`src/rtl/bbac_pkg.sv`:
```
package bbac_pkg;
   localparam int NUM_PORTS = 2;

   typedef enum logic [1:0] {
      OP_HOLD   = 2'd0,
      OP_COUNT  = 2'd1,
      OP_LOAD   = 2'd2,
      OP_REPEAT = 2'd3
   } addr_op_e;
endpackage

```
`src/rtl/bbac_op_decode.sv`:
```
module bbac_op_decode
   import bbac_pkg::*;
(
   input  logic     load_n,
   input  logic     count_n,
   input  logic     repeat_n,
   output addr_op_e op
);
   // restore beats load, load beats count
   always_comb begin
      if (!repeat_n)     op = OP_REPEAT;
      else if (!load_n)  op = OP_LOAD;
      else if (!count_n) op = OP_COUNT;
      else               op = OP_HOLD;
   end
endmodule

```
`src/rtl/bbac_incr.sv`:
```
module bbac_incr #(
   parameter int BANK_W    = 6,
   parameter int OFFS_W    = 12,
   parameter bit SPLIT_INC = 1'b1
) (
   input  logic [BANK_W+OFFS_W-1:0] cur,
   output logic [BANK_W+OFFS_W-1:0] nxt
);
   localparam int ADDR_W = BANK_W + OFFS_W;

   generate
      if (SPLIT_INC) begin : g_split
         // offset stepper hands a carry to a separate bank stepper
         logic [OFFS_W-1:0] offs_nx;
         logic [BANK_W-1:0] bank_nx;
         logic              offs_cy;
         always_comb begin
            {offs_cy, offs_nx} = {1'b0, cur[OFFS_W-1:0]} + {{OFFS_W{1'b0}}, 1'b1};
            bank_nx            = cur[ADDR_W-1:OFFS_W] + {{(BANK_W-1){1'b0}}, offs_cy};
            nxt                = {bank_nx, offs_nx};
         end
      end else begin : g_flat
         always_comb nxt = cur + {{(ADDR_W-1){1'b0}}, 1'b1};
      end
   endgenerate
endmodule

```
`src/rtl/bbac_port_counter.sv`:
```
module bbac_port_counter
   import bbac_pkg::*;
#(
   parameter int BANK_W    = 6,
   parameter int OFFS_W    = 12,
   parameter bit SPLIT_INC = 1'b1
) (
   input  logic                     clk,
   input  logic                     rst,
   input  logic [BANK_W+OFFS_W-1:0] ext_addr,
   input  logic                     load_n,
   input  logic                     count_n,
   input  logic                     repeat_n,
   output logic [BANK_W+OFFS_W-1:0] cur_addr,
   output logic [BANK_W+OFFS_W-1:0] rst_addr
);
   localparam int ADDR_W = BANK_W + OFFS_W;

   addr_op_e          op;
   logic [ADDR_W-1:0] step_addr;
   logic [ADDR_W-1:0] cur_q;
   logic [ADDR_W-1:0] keep_q;

   bbac_op_decode u_dec (
      .load_n   (load_n),
      .count_n  (count_n),
      .repeat_n (repeat_n),
      .op       (op)
   );

   bbac_incr #(
      .BANK_W    (BANK_W),
      .OFFS_W    (OFFS_W),
      .SPLIT_INC (SPLIT_INC)
   ) u_inc (
      .cur (cur_q),
      .nxt (step_addr)
   );

   always_ff @(posedge clk) begin
      if (rst) begin
         cur_q  <= '0;
         keep_q <= '0;
      end else begin
         unique case (op)
            OP_LOAD: begin
               cur_q  <= ext_addr;
               keep_q <= ext_addr;
            end
            OP_COUNT:  cur_q <= step_addr;
            OP_REPEAT: cur_q <= keep_q;
            default:   cur_q <= cur_q;
         endcase
      end
   end

   assign cur_addr = cur_q;
   assign rst_addr = keep_q;
endmodule

```
`src/rtl/bbac_bank_match.sv`:
```
module bbac_bank_match #(
   parameter int BANK_W = 6,
   parameter bit ENABLE = 1'b1
) (
   input  logic [BANK_W-1:0] bank_a,
   input  logic [BANK_W-1:0] bank_b,
   output logic              clash
);
   generate
      if (ENABLE) begin : g_cmp
         assign clash = (bank_a == bank_b);
      end else begin : g_off
         assign clash = 1'b0;
      end
   endgenerate
endmodule

```
`src/rtl/burst_bank_addr_gen.sv`:
```
module burst_bank_addr_gen
   import bbac_pkg::*;
#(
   parameter int BANK_W    = 6,
   parameter int OFFS_W    = 12,
   parameter bit SPLIT_INC = 1'b1,
   parameter bit CLASH_EN  = 1'b1
) (
   input  logic                     clk,
   input  logic                     rst,
   input  logic [BANK_W+OFFS_W-1:0] a_addr_in,
   input  logic                     a_load_n,
   input  logic                     a_count_n,
   input  logic                     a_repeat_n,
   output logic [BANK_W+OFFS_W-1:0] a_addr,
   input  logic [BANK_W+OFFS_W-1:0] b_addr_in,
   input  logic                     b_load_n,
   input  logic                     b_count_n,
   input  logic                     b_repeat_n,
   output logic [BANK_W+OFFS_W-1:0] b_addr,
   output logic                     bank_clash
);
   localparam int ADDR_W = BANK_W + OFFS_W;
   localparam int NP     = NUM_PORTS;

   generate
      if (BANK_W < 1 || OFFS_W < 1) begin : g_bad_width
         $error("bank and offset fields need at least one bit each");
      end
      if (NP != 2) begin : g_bad_ports
         $error("bank compare expects exactly two ports");
      end
   endgenerate

   logic [NP-1:0][ADDR_W-1:0] ext_v;
   logic [NP-1:0][ADDR_W-1:0] cur_v;
   logic [NP-1:0][ADDR_W-1:0] keep_v;
   logic [NP-1:0]             ld_n_v;
   logic [NP-1:0]             cnt_n_v;
   logic [NP-1:0]             rpt_n_v;

   assign ext_v   = {b_addr_in, a_addr_in};
   assign ld_n_v  = {b_load_n, a_load_n};
   assign cnt_n_v = {b_count_n, a_count_n};
   assign rpt_n_v = {b_repeat_n, a_repeat_n};

   generate
      for (genvar p = 0; p < NP; p++) begin : g_port
         bbac_port_counter #(
            .BANK_W    (BANK_W),
            .OFFS_W    (OFFS_W),
            .SPLIT_INC (SPLIT_INC)
         ) u_cnt (
            .clk      (clk),
            .rst      (rst),
            .ext_addr (ext_v[p]),
            .load_n   (ld_n_v[p]),
            .count_n  (cnt_n_v[p]),
            .repeat_n (rpt_n_v[p]),
            .cur_addr (cur_v[p]),
            .rst_addr (keep_v[p])
         );
      end
   endgenerate

   bbac_bank_match #(
      .BANK_W (BANK_W),
      .ENABLE (CLASH_EN)
   ) u_match (
      .bank_a (cur_v[0][ADDR_W-1:OFFS_W]),
      .bank_b (cur_v[1][ADDR_W-1:OFFS_W]),
      .clash  (bank_clash)
   );

   assign a_addr = cur_v[0];
   assign b_addr = cur_v[1];
endmodule

```
`config.mk`:
```
export PLATFORM = sky130hd
export DESIGN_NAME = burst_bank_addr_gen
export DESIGN_NICKNAME = d
export VERILOG_FILES = /design/src/rtl/bbac_pkg.sv /design/src/rtl/bbac_op_decode.sv /design/src/rtl/bbac_incr.sv /design/src/rtl/bbac_port_counter.sv /design/src/rtl/bbac_bank_match.sv /design/src/rtl/burst_bank_addr_gen.sv
export SDC_FILE = /design/constraint.sdc
export NUM_CORES = 1
export LEC_CHECK = 0
export ABC_CLOCK_PERIOD_IN_PS = 2009
export BUFFER_PORTS_ARGS = -buffer_cell sky130_fd_sc_hd__buf_2
export CAP_MARGIN = 20
export CORE_ASPECT_RATIO = 2
export CORE_UTILIZATION = 45
export CTS_CLUSTER_SIZE = 8
export DETAILED_ROUTE_END_ITERATION = 6
export GPL_TIMING_DRIVEN = 0
export PLACE_DENSITY = 0.74
export SLEW_MARGIN = 5
export SYNTH_ARGS = -nofsm -noshare
export SYNTH_HDL_FRONTEND = slang
export SYNTH_SLANG_ARGS = --single-unit
```
`constraint.sdc`:
```
create_clock -name clk -period 2.01 [get_ports clk]
set_input_delay 0.603 -clock clk [delete_from_list [all_inputs] [get_ports clk]]
set_output_delay 0.603 -clock clk [all_outputs]
set_load 0.02 [all_outputs]
```
After elaboration in Yosys (flattened, before gate mapping)
Cells that the tools add are included.
Widths: inputs -> output; s select.
{ "word_totals": {"regBits": 72, "inputBits": 44, "out_inout_bits": 37, "word_cells": 25} }
{ "classes": {"addsub": 4, "eq_ne": 7, "muxes": 8, "n_reduce_logical": 2} }
{ "op_table": {"columns": ["op", "n"], "rows": [
  ["$pmux 18 s3", 2],
  ["$add 12x1->13 const B", 2],
  ["$add 6x1->6", 2],
  ["$eq 2x2->1 const B", 4],
  ["$mux 2", 4],
  ["$eq 6x6->1", 1],
  ["$reduce_bool 3->1", 2],
  ["$eq 2x1->1 const B", 2],
  ["$mux 1", 2]
]} }

Logic depth before layout (Yosys ltp)
Gate-level depths: netlist of the first run.
{ "logic_depth": {"ltp_word": 5, "ltp_mapped": 10, "mapped_depth_nobuf": 10} }

Hierarchy
A second synthesis of the first run with hierarchy kept.
{ "unflattened": {"hier_cells": 422, "area_unflattened_um2": 3890.0} }
{ "modules_own_cells": {"columns": ["mod", "instances", "cells_per_inst", "area_each_um2", "seq_area_each_um2"], "rows": [
  ["bbac_port_counter", 2, 162, 1607.8, 720.7],
  ["bbac_incr", 2, 42, 286.5, 0.0],
  ["bbac_bank_match", 1, 8, 68.8, 0.0],
  ["bbac_op_decode", 2, 3, 16.3, 0.0]
]} }

Worst setup path after synthesis of the first run
OpenSTA, ideal clock, no wires.
{ "synth_timing": {"kind": "flip-flop to flip-flop", "start": "register g_port[1].u_cnt.cur_q[0]", "end": "register g_port[1].u_cnt.cur_q[16]", "setup_ns": 0.070, "t_arrival_ns": 2.300, "t_required_ns": 1.940, "setup_slack_ns": -0.360, "path_stages_with_launch": 11, "path_buffers": 0, "synth_period_minus_slack_ns": 2.370, "cell_sequence": "dfxtp_1 ha_1 inv_1 or3_4 nor3_1 ha_1 ha_1 nand4b_1 xnor2_1 a211o_1 a21oi_1"} }
{ "synth_between": {"elab_chain_len": 3} }
{ "synth_lines": {"columns": ["element", "line_no", "rtl"], "rows": [
  ["start, declared", "bbac_port_counter.sv:21", "logic [ADDR_W-1:0] cur_q;"],
  ["start signal, assigned", "bbac_port_counter.sv:47", "cur_q <= ext_addr;"],
  ["start signal, assigned", "bbac_port_counter.sv:50", "OP_COUNT: cur_q <= step_addr;"],
  ["start signal, assigned", "bbac_port_counter.sv:51", "OP_REPEAT: cur_q <= keep_q;"],
  ["$add 12x1->13", "bbac_incr.sv:18", "{offs_cy, offs_nx} = {1'b0, cur[OFFS_W-1:0]} + {{OFFS_W{1'b0}}, 1'b1};"],
  ["$add 6x1->6", "bbac_incr.sv:19", "bank_nx = cur[ADDR_W-1:OFFS_W] + {{(BANK_W-1){1'b0}}, offs_cy};"],
  ["$pmux 18 s3", "bbac_port_counter.sv:45", "unique case (op)"]
]} }
Every way passes these cells.
A chain may end at the register's enable or synchronous reset.

Final worst setup path of the first run
{ "layout_timing": {"start": "register g_port[1].u_cnt.cur_q[1]", "end": "register g_port[1].u_cnt.cur_q[16]"} }
Same word-level chain as after synthesis.

==> summary.txt, run 1 <==
Status -> finished with violations
Violated checks -> design-rule violations, negative setup slack
Clock share of power -> 0.398
Max Root-Sink Buffers -> 2
CP required -> 2280 ps
Post-synth top flop -> dfxtp_1
Pwr dens -> 745 mW/mm2
First-pass GRT wire length -> 20400 um
Synthesis-to-layout area growth -> 28.1%
WHS Path Cells -> 2
Vias -> 4312
Chip height -> 134 um
Max Cap Viol -> 0
Startpoint Class -> flop
Critical Path AT -> 2420 ps
Overall power -> 3.74 mW
Worst slew pin tran -> 715 ps
Most frequent cells in the layout -> nand2_1, buf_2, dfxtp_1, a21oi_1, nor2_1
CTS Hold Bufs -> 0
EDFF count, synth -> 0
Clock Sinks -> 72
Routed Antenna Nets -> 0
Yosys top cell area share -> 0.368
Combinational share of power -> 0.173
Switching share of power -> 0.288
Final Wtd Congestion -> 0.971
Finished Cell Area -> 0.00502 mm2
Mapped Cells -> 511
Hold Crit Endpoint -> g_port[1].u_cnt.rst_addr[1]
Max Slew Vio Count -> 0
Fin crit period -> 2150 ps
Max incr delay on CP -> 350 ps
Iteration-0 DRC Markers -> 348
Ys Warns -> 0
Ports -> 81
Crit path max fanout -> 3
Final setup TNS -> -207 ps
Synth cell types -> 63
Largest net degree at the start of global routing -> 11
Via density -> 6.02
Asr flop ratio synth -> 0
Post-Route WL -> 13600 um
Clock Skew -> 4.23 ps
# setup viols final -> 2
Full die area -> 0.00911 mm2
Reg2reg start -> g_port[1].u_cnt.cur_addr[1]
FMAX -> 465 MHz
Clk_lat worst skew -> 340 ps
Peak supply drop -> 0.568 mV
Post-synth top area cell -> dfxtp_1
All-Layer GR Usage -> 0.305
Register bit count reported by yosys -> 72
Crit end category -> flop
Leakage power -> 2.00 nW
DRC viols -> 1
Dpl cells -> 688
Worst hold start -> g_port[1].u_cnt.rst_addr[1]
H-tree depth -> 3
Number of global-route vias before repair -> 4110
Pre-CTS setup slack -> -339 ps
Clock Root Buffer -> clkbuf_16
Dpl hpwl -> 9660 um
Setup ws final -> -141 ps
DP Area -> 0.00451 mm2
Syn_nets -> 561
Commonest non-fill, non-tap cell in the layout -> nand2_1
RSZ-0062 raised after global routing -> yes
Slowest library cell on the worst path -> dfxtp_4
Fin util -> 0.602
Fin crit share -> 1.07
Hold_ws -> 449 ps
HP Class -> reg2reg
NumNets Final -> 664
Reg2reg setup slack -> -140 ps
Reg power frac -> 0.430
FP Rows -> 47
Slew headroom -> 0.523
Port Buffer Count -> 79
Layout cells sized above 1 -> 0.307
Most used cell, CP -> ha_4
Post-Layout Cell Count -> 716
Iteration count of the initial detailed-routing pass -> 7
Area of the core -> 0.00835 mm2
Final hold violations -> 0
Antenna cells -> 0
R2r endpoint -> g_port[1].u_cnt.cur_addr[16]
Drt wl/cell -> 19.0 um
Sequential fraction of the synthesis area -> 0.368
Chip width -> 68.0 um
Initial antenna violation count -> 0
Cell Area, Synth -> 0.00392 mm2
Worst reg2reg path depth -> 10
Area contributors post-synth -> dfxtp_1, nand2_1, a21oi_1
Critical path cell sequence -> ha_4 -> inv_2 -> or3_4 -> nor3_4 -> ha_4 -> ha_4 -> nand4b_1 -> xnor2_1 -> a211o_1 -> a21oi_2
Global route overflow -> 0
Internal power -> 2.66 mW
Critical Setup Path Class -> reg2reg
Num CTS Buffers -> 9
Clock transition at path regs -> 50 ps
Average size of a mapped cell -> 7.67 um2
TritonCTS clock tree -> done
P_sw -> 1.08 mW
Initial Util -> 0.470
-- flip-flops by register name (all words and copies together) (netlist names) --
signal                 flops
g_port.u_cnt.rst_addr     36
g_port.u_cnt.cur_addr     36
-- cell type report --
| cell class | instances | area (um2) |
|---|---|---|
| plain buffers | 33 | 181 |
| inverters | 13 | 48.8 |
| multi-input cells | 392 | 2410 |
| fillers | 769 | 3330 |
| well taps | 98 | 123 |
| clock buffers | 15 | 268 |
| repair buffers | 93 | 503 |
| flip-flops and latches | 72 | 1500 |
-- per-layer routing --
metal	vias to the layer above	GRT usage	wire length, um	part of all wire
met5	-	0	0	0
met4	0	0.183	688	0.051
met3	50	0.0706	699	0.052
met2	200	0.550	7330	0.54
met1	2037	0.296	4850	0.36
li1	2025	-	-	-
-- power by group through the flow --
stage               clock, mW  sequential, mW  combinational (mW)
floorplan                   0            1.68               0.327
global placement            0            1.63               0.589
detailed placement          0            1.64               0.601
CTS                      1.50            1.60               0.623
global route             1.55            1.62               0.697
finish                   1.49            1.61               0.646
-- kinds of logic after synthesis --
| family | share of synthesized area |
|---|---|
| AND/OR/NAND/NOR | 0.284 |
| AO/OA/AOI/OAI | 0.227 |
| flip-flops | 0.368 |
| buffers and inverters | 0.0600 |
| XOR/XNOR | 0.0313 |
| adder cells (fa/ha/maj) | 0.0191 |
| multiplexers | 0.0108 |
-- worst max path at each step --
stage / from / to / slack (ps) / cells after the start
final: g_port[1].u_cnt.cur_addr[1] / g_port[1].u_cnt.cur_addr[16] / -140 / 10
after global routing: g_port[1].u_cnt.cur_addr[1] / g_port[1].u_cnt.cur_addr[16] / -200 / 10
after CTS: g_port[1].u_cnt.cur_addr[1] / g_port[1].u_cnt.cur_addr[16] / -150 / 10
after detailed placement: g_port[1].u_cnt.cur_addr[0] / g_port[1].u_cnt.cur_addr[16] / -340 / 10
after global placement: g_port[0].u_cnt.cur_addr[0] / g_port[0].u_cnt.cur_addr[14] / -310 / 9
after floorplan: g_port[1].u_cnt.cur_addr[1] / g_port[1].u_cnt.cur_addr[16] / -120 / 10
-- cell usage after synthesis (3+ instances only) --
library cell / n
buf_2: 16
xnor2_1: 11
ha_1: 6
nand2b_1: 11
o31ai_1: 6
buf_4: 8
a31o_2: 4
a21oi_1: 50
o32a_1: 3
a31oi_1: 10
o221ai_1: 4
or2_2: 4
o21ai_0: 13
o211ai_1: 6
nor3_1: 16
and3_1: 4
dfxtp_1: 72
a211oi_1: 11
or3_1: 6
clkbuf_1: 6
inv_1: 11
nor2b_1: 11
xor2_1: 3
nor4_1: 6
nand4_1: 5
a211o_1: 3
nor2_1: 30
nand2_1: 110
nand3_1: 16
-- worst max-delay path, delay by kind of cell (launching register included) --
kind,cells,cell delay (ps)
XOR/XNOR,1,150
AND/OR/NAND/NOR,3,700
buffers and inverters,1,40
flip-flops,1,350
AO/OA/AOI/OAI,2,370
adder cells (fa/ha/maj),3,460
-- repair_timing --
item                       in CTS  in global routing
hold endpoints to repair        0                  0
setup endpoints to repair      10                  8
setup buffers                   9                  5
gates resized for setup        20                 20
pin swaps                       8                  6
Note: power is estimated with default switching activity, not from simulation.
==> inputs of run 2 (changes only) <==
REMOVE_ABC_BUFFERS = 1   (was unset)
==> summary.txt, run 2 (synthesized netlist as in run 1, its figures left out) <==
Area of the core -> 0.00835 mm2
Fin crit share -> 1.06
Fill cells -> 750
NumNets Final -> 633
FMAX -> 467 MHz
Post-Layout Cell Count -> 686
Iteration-0 DRC Markers -> 425
Most frequent cells in the layout -> nand2_1, buf_2, a21oi_1, dfxtp_1, nor2_1
H-tree depth -> 3
Setup ws final -> -129 ps
Antenna cells -> 0
R2r endpoint -> g_port[1].u_cnt.cur_addr[16]
Via density -> 6.04
Final Wtd Congestion -> 0.893
Commonest non-fill, non-tap cell in the layout -> nand2_1
Iteration count of the initial detailed-routing pass -> 5
Drt wl/cell -> 17.5 um
WHS Path Cells -> 2
Fin crit period -> 2140 ps
Worst slew pin tran -> 720 ps
Met2 usage -> 0.495
Synthesis-to-layout area growth -> 27.2%
Critical Setup Path Class -> reg2reg
DRC viols -> 0
First-pass GRT wire length -> 19000 um
Worst reg2reg path depth -> 10
Initial Util -> 0.470
Overall power -> 4.03 mW
Full die area -> 0.00911 mm2
Reg2reg setup slack -> -130 ps
Chip width -> 68.0 um
Largest net degree at the start of global routing -> 40
Post-Route WL -> 12000 um
Top Usage Layer GRT -> met2
Num CTS Buffers -> 9
Critical Path AT -> 2420 ps
Violated checks -> negative setup slack
# setup viols final -> 3
Hold Crit Endpoint -> g_port[1].u_cnt.rst_addr[2]
Crit path max fanout -> 2
Chip height -> 134 um
Startpoint Class -> flop
Max Slew Vio Count -> 0
All-Layer GR Usage -> 0.279
Dpl cells -> 656
Status -> finished with violations
Routed Antenna Nets -> 0
Pre-CTS setup slack -> -567 ps
Peak supply drop -> 0.531 mV
HP Class -> reg2reg
Slew headroom -> 0.519
Max Cap Viol -> 0
Layout cells sized above 1 -> 0.313
GR Layer Usage met1 -> 0.281
Reg2reg start -> g_port[1].u_cnt.cur_addr[0]
GR met3 Demand/Resource -> 0.0638
Number of global-route vias before repair -> 4000
Global route overflow -> 0
CTS Hold Bufs -> 0
Clock transition at path regs -> 60 ps
Clock Sinks -> 72
Clock Root Buffer -> clkbuf_16
Ports -> 81
Port Buffer Count -> 80
FP Rows -> 47
Max Root-Sink Buffers -> 2
Worst hold start -> g_port[1].u_cnt.rst_addr[2]
CP required -> 2290 ps
Clk_lat worst skew -> 340 ps
Crit end category -> flop
RSZ-0062 raised after global routing -> yes
Dpl hpwl -> 8080 um
Fin util -> 0.597
Pwr dens -> 809 mW/mm2
Initial antenna violation count -> 0
Vias -> 4143
TritonCTS clock tree -> done
Clock Skew -> 5.31 ps
Leakage power -> 1.94 nW
Final hold violations -> 0
Hold_ws -> 448 ps
## run 2: cell types whose count changed in the layout (fill, tap and decap cells not counted), moves of 5 or more
| cell | delta |
|---|---|
| buf_2 | -17 |
| buf_4 | -10 |
| clkbuf_1 | -10 |
| clkinv_2 | +5 |
| dfxtp_1 | -5 |
| dfxtp_2 | +6 |
## run 2: how the worst max path moves through the flow
stage / startpoint / to / slack [ps] / cells after the start
global route: g_port[1].u_cnt.cur_addr[0] / g_port[1].u_cnt.cur_addr[16] / -220 / 10
floorplan: g_port[1].u_cnt.cur_addr[0] / g_port[1].u_cnt.cur_addr[16] / -360 / 10
detailed placement: a_repeat_n / g_port[0].u_cnt.cur_addr[11] / -570 / 5
finish: g_port[1].u_cnt.cur_addr[0] / g_port[1].u_cnt.cur_addr[16] / -130 / 10
global placement: b_repeat_n / g_port[1].u_cnt.cur_addr[6] / -750 / 5
CTS: g_port[1].u_cnt.cur_addr[0] / g_port[1].u_cnt.cur_addr[16] / -170 / 10
## run 2: timing repair
item	4_1_cts	5_1_grt
setup buffers	11	3
endpoints found under the setup margin	31	16
gates resized for setup	42	41
pin swaps	10	18
## run 2: worst max-delay path: stages (launching register included)
cell and delay (ps):
dfxtp_4 370, ha_4 140, inv_2 40, or3_4 380
nor3_4 160, ha_4 180, ha_4 120, nand4b_1 110
xnor2_1 170, a211o_1 310, a21oi_2 110
## run 2: cell type report
type | count | area, um2 | share of cell area
inverter | 13 | 53.8 | 0.0108
clock buffer | 9 | 225 | 0.0452
sequential | 72 | 1500 | 0.301
clock inverter | 7 | 110 | 0.0221
tap | 98 | 123 | 0.0246
timing repair buffer | 95 | 543 | 0.109
multi-input combinational | 392 | 2430 | 0.488
## run 2: per-layer routing
layer | vias up | share of wire
li1 | 1964 | -
met1 | 1948 | 0.35
met2 | 180 | 0.54
met3 | 51 | 0.064
met4 | 0 | 0.039
met5 | - | 0
## run 2: power by group
| part | internal, mW | switching, mW |
|---|---|---|
| registers | 1.51 | 0.104 |
| logic | 0.230 | 0.361 |
| clock network | 1.20 | 0.623 |
## run 2: per-stage QoR
| stage | instance area, um2 | TNS (ps) |
|---|---|---|
| 6_report | 4990 | -182 |
| 5_1_grt | 4990 | -806 |
| 4_1_cts | 4830 | -369 |
| 3_5_place_dp | 4280 | -18680 |
| 3_3_place_gp | 4260 | -27520 |
| 2_1_floorplan | 3730 | -915 |
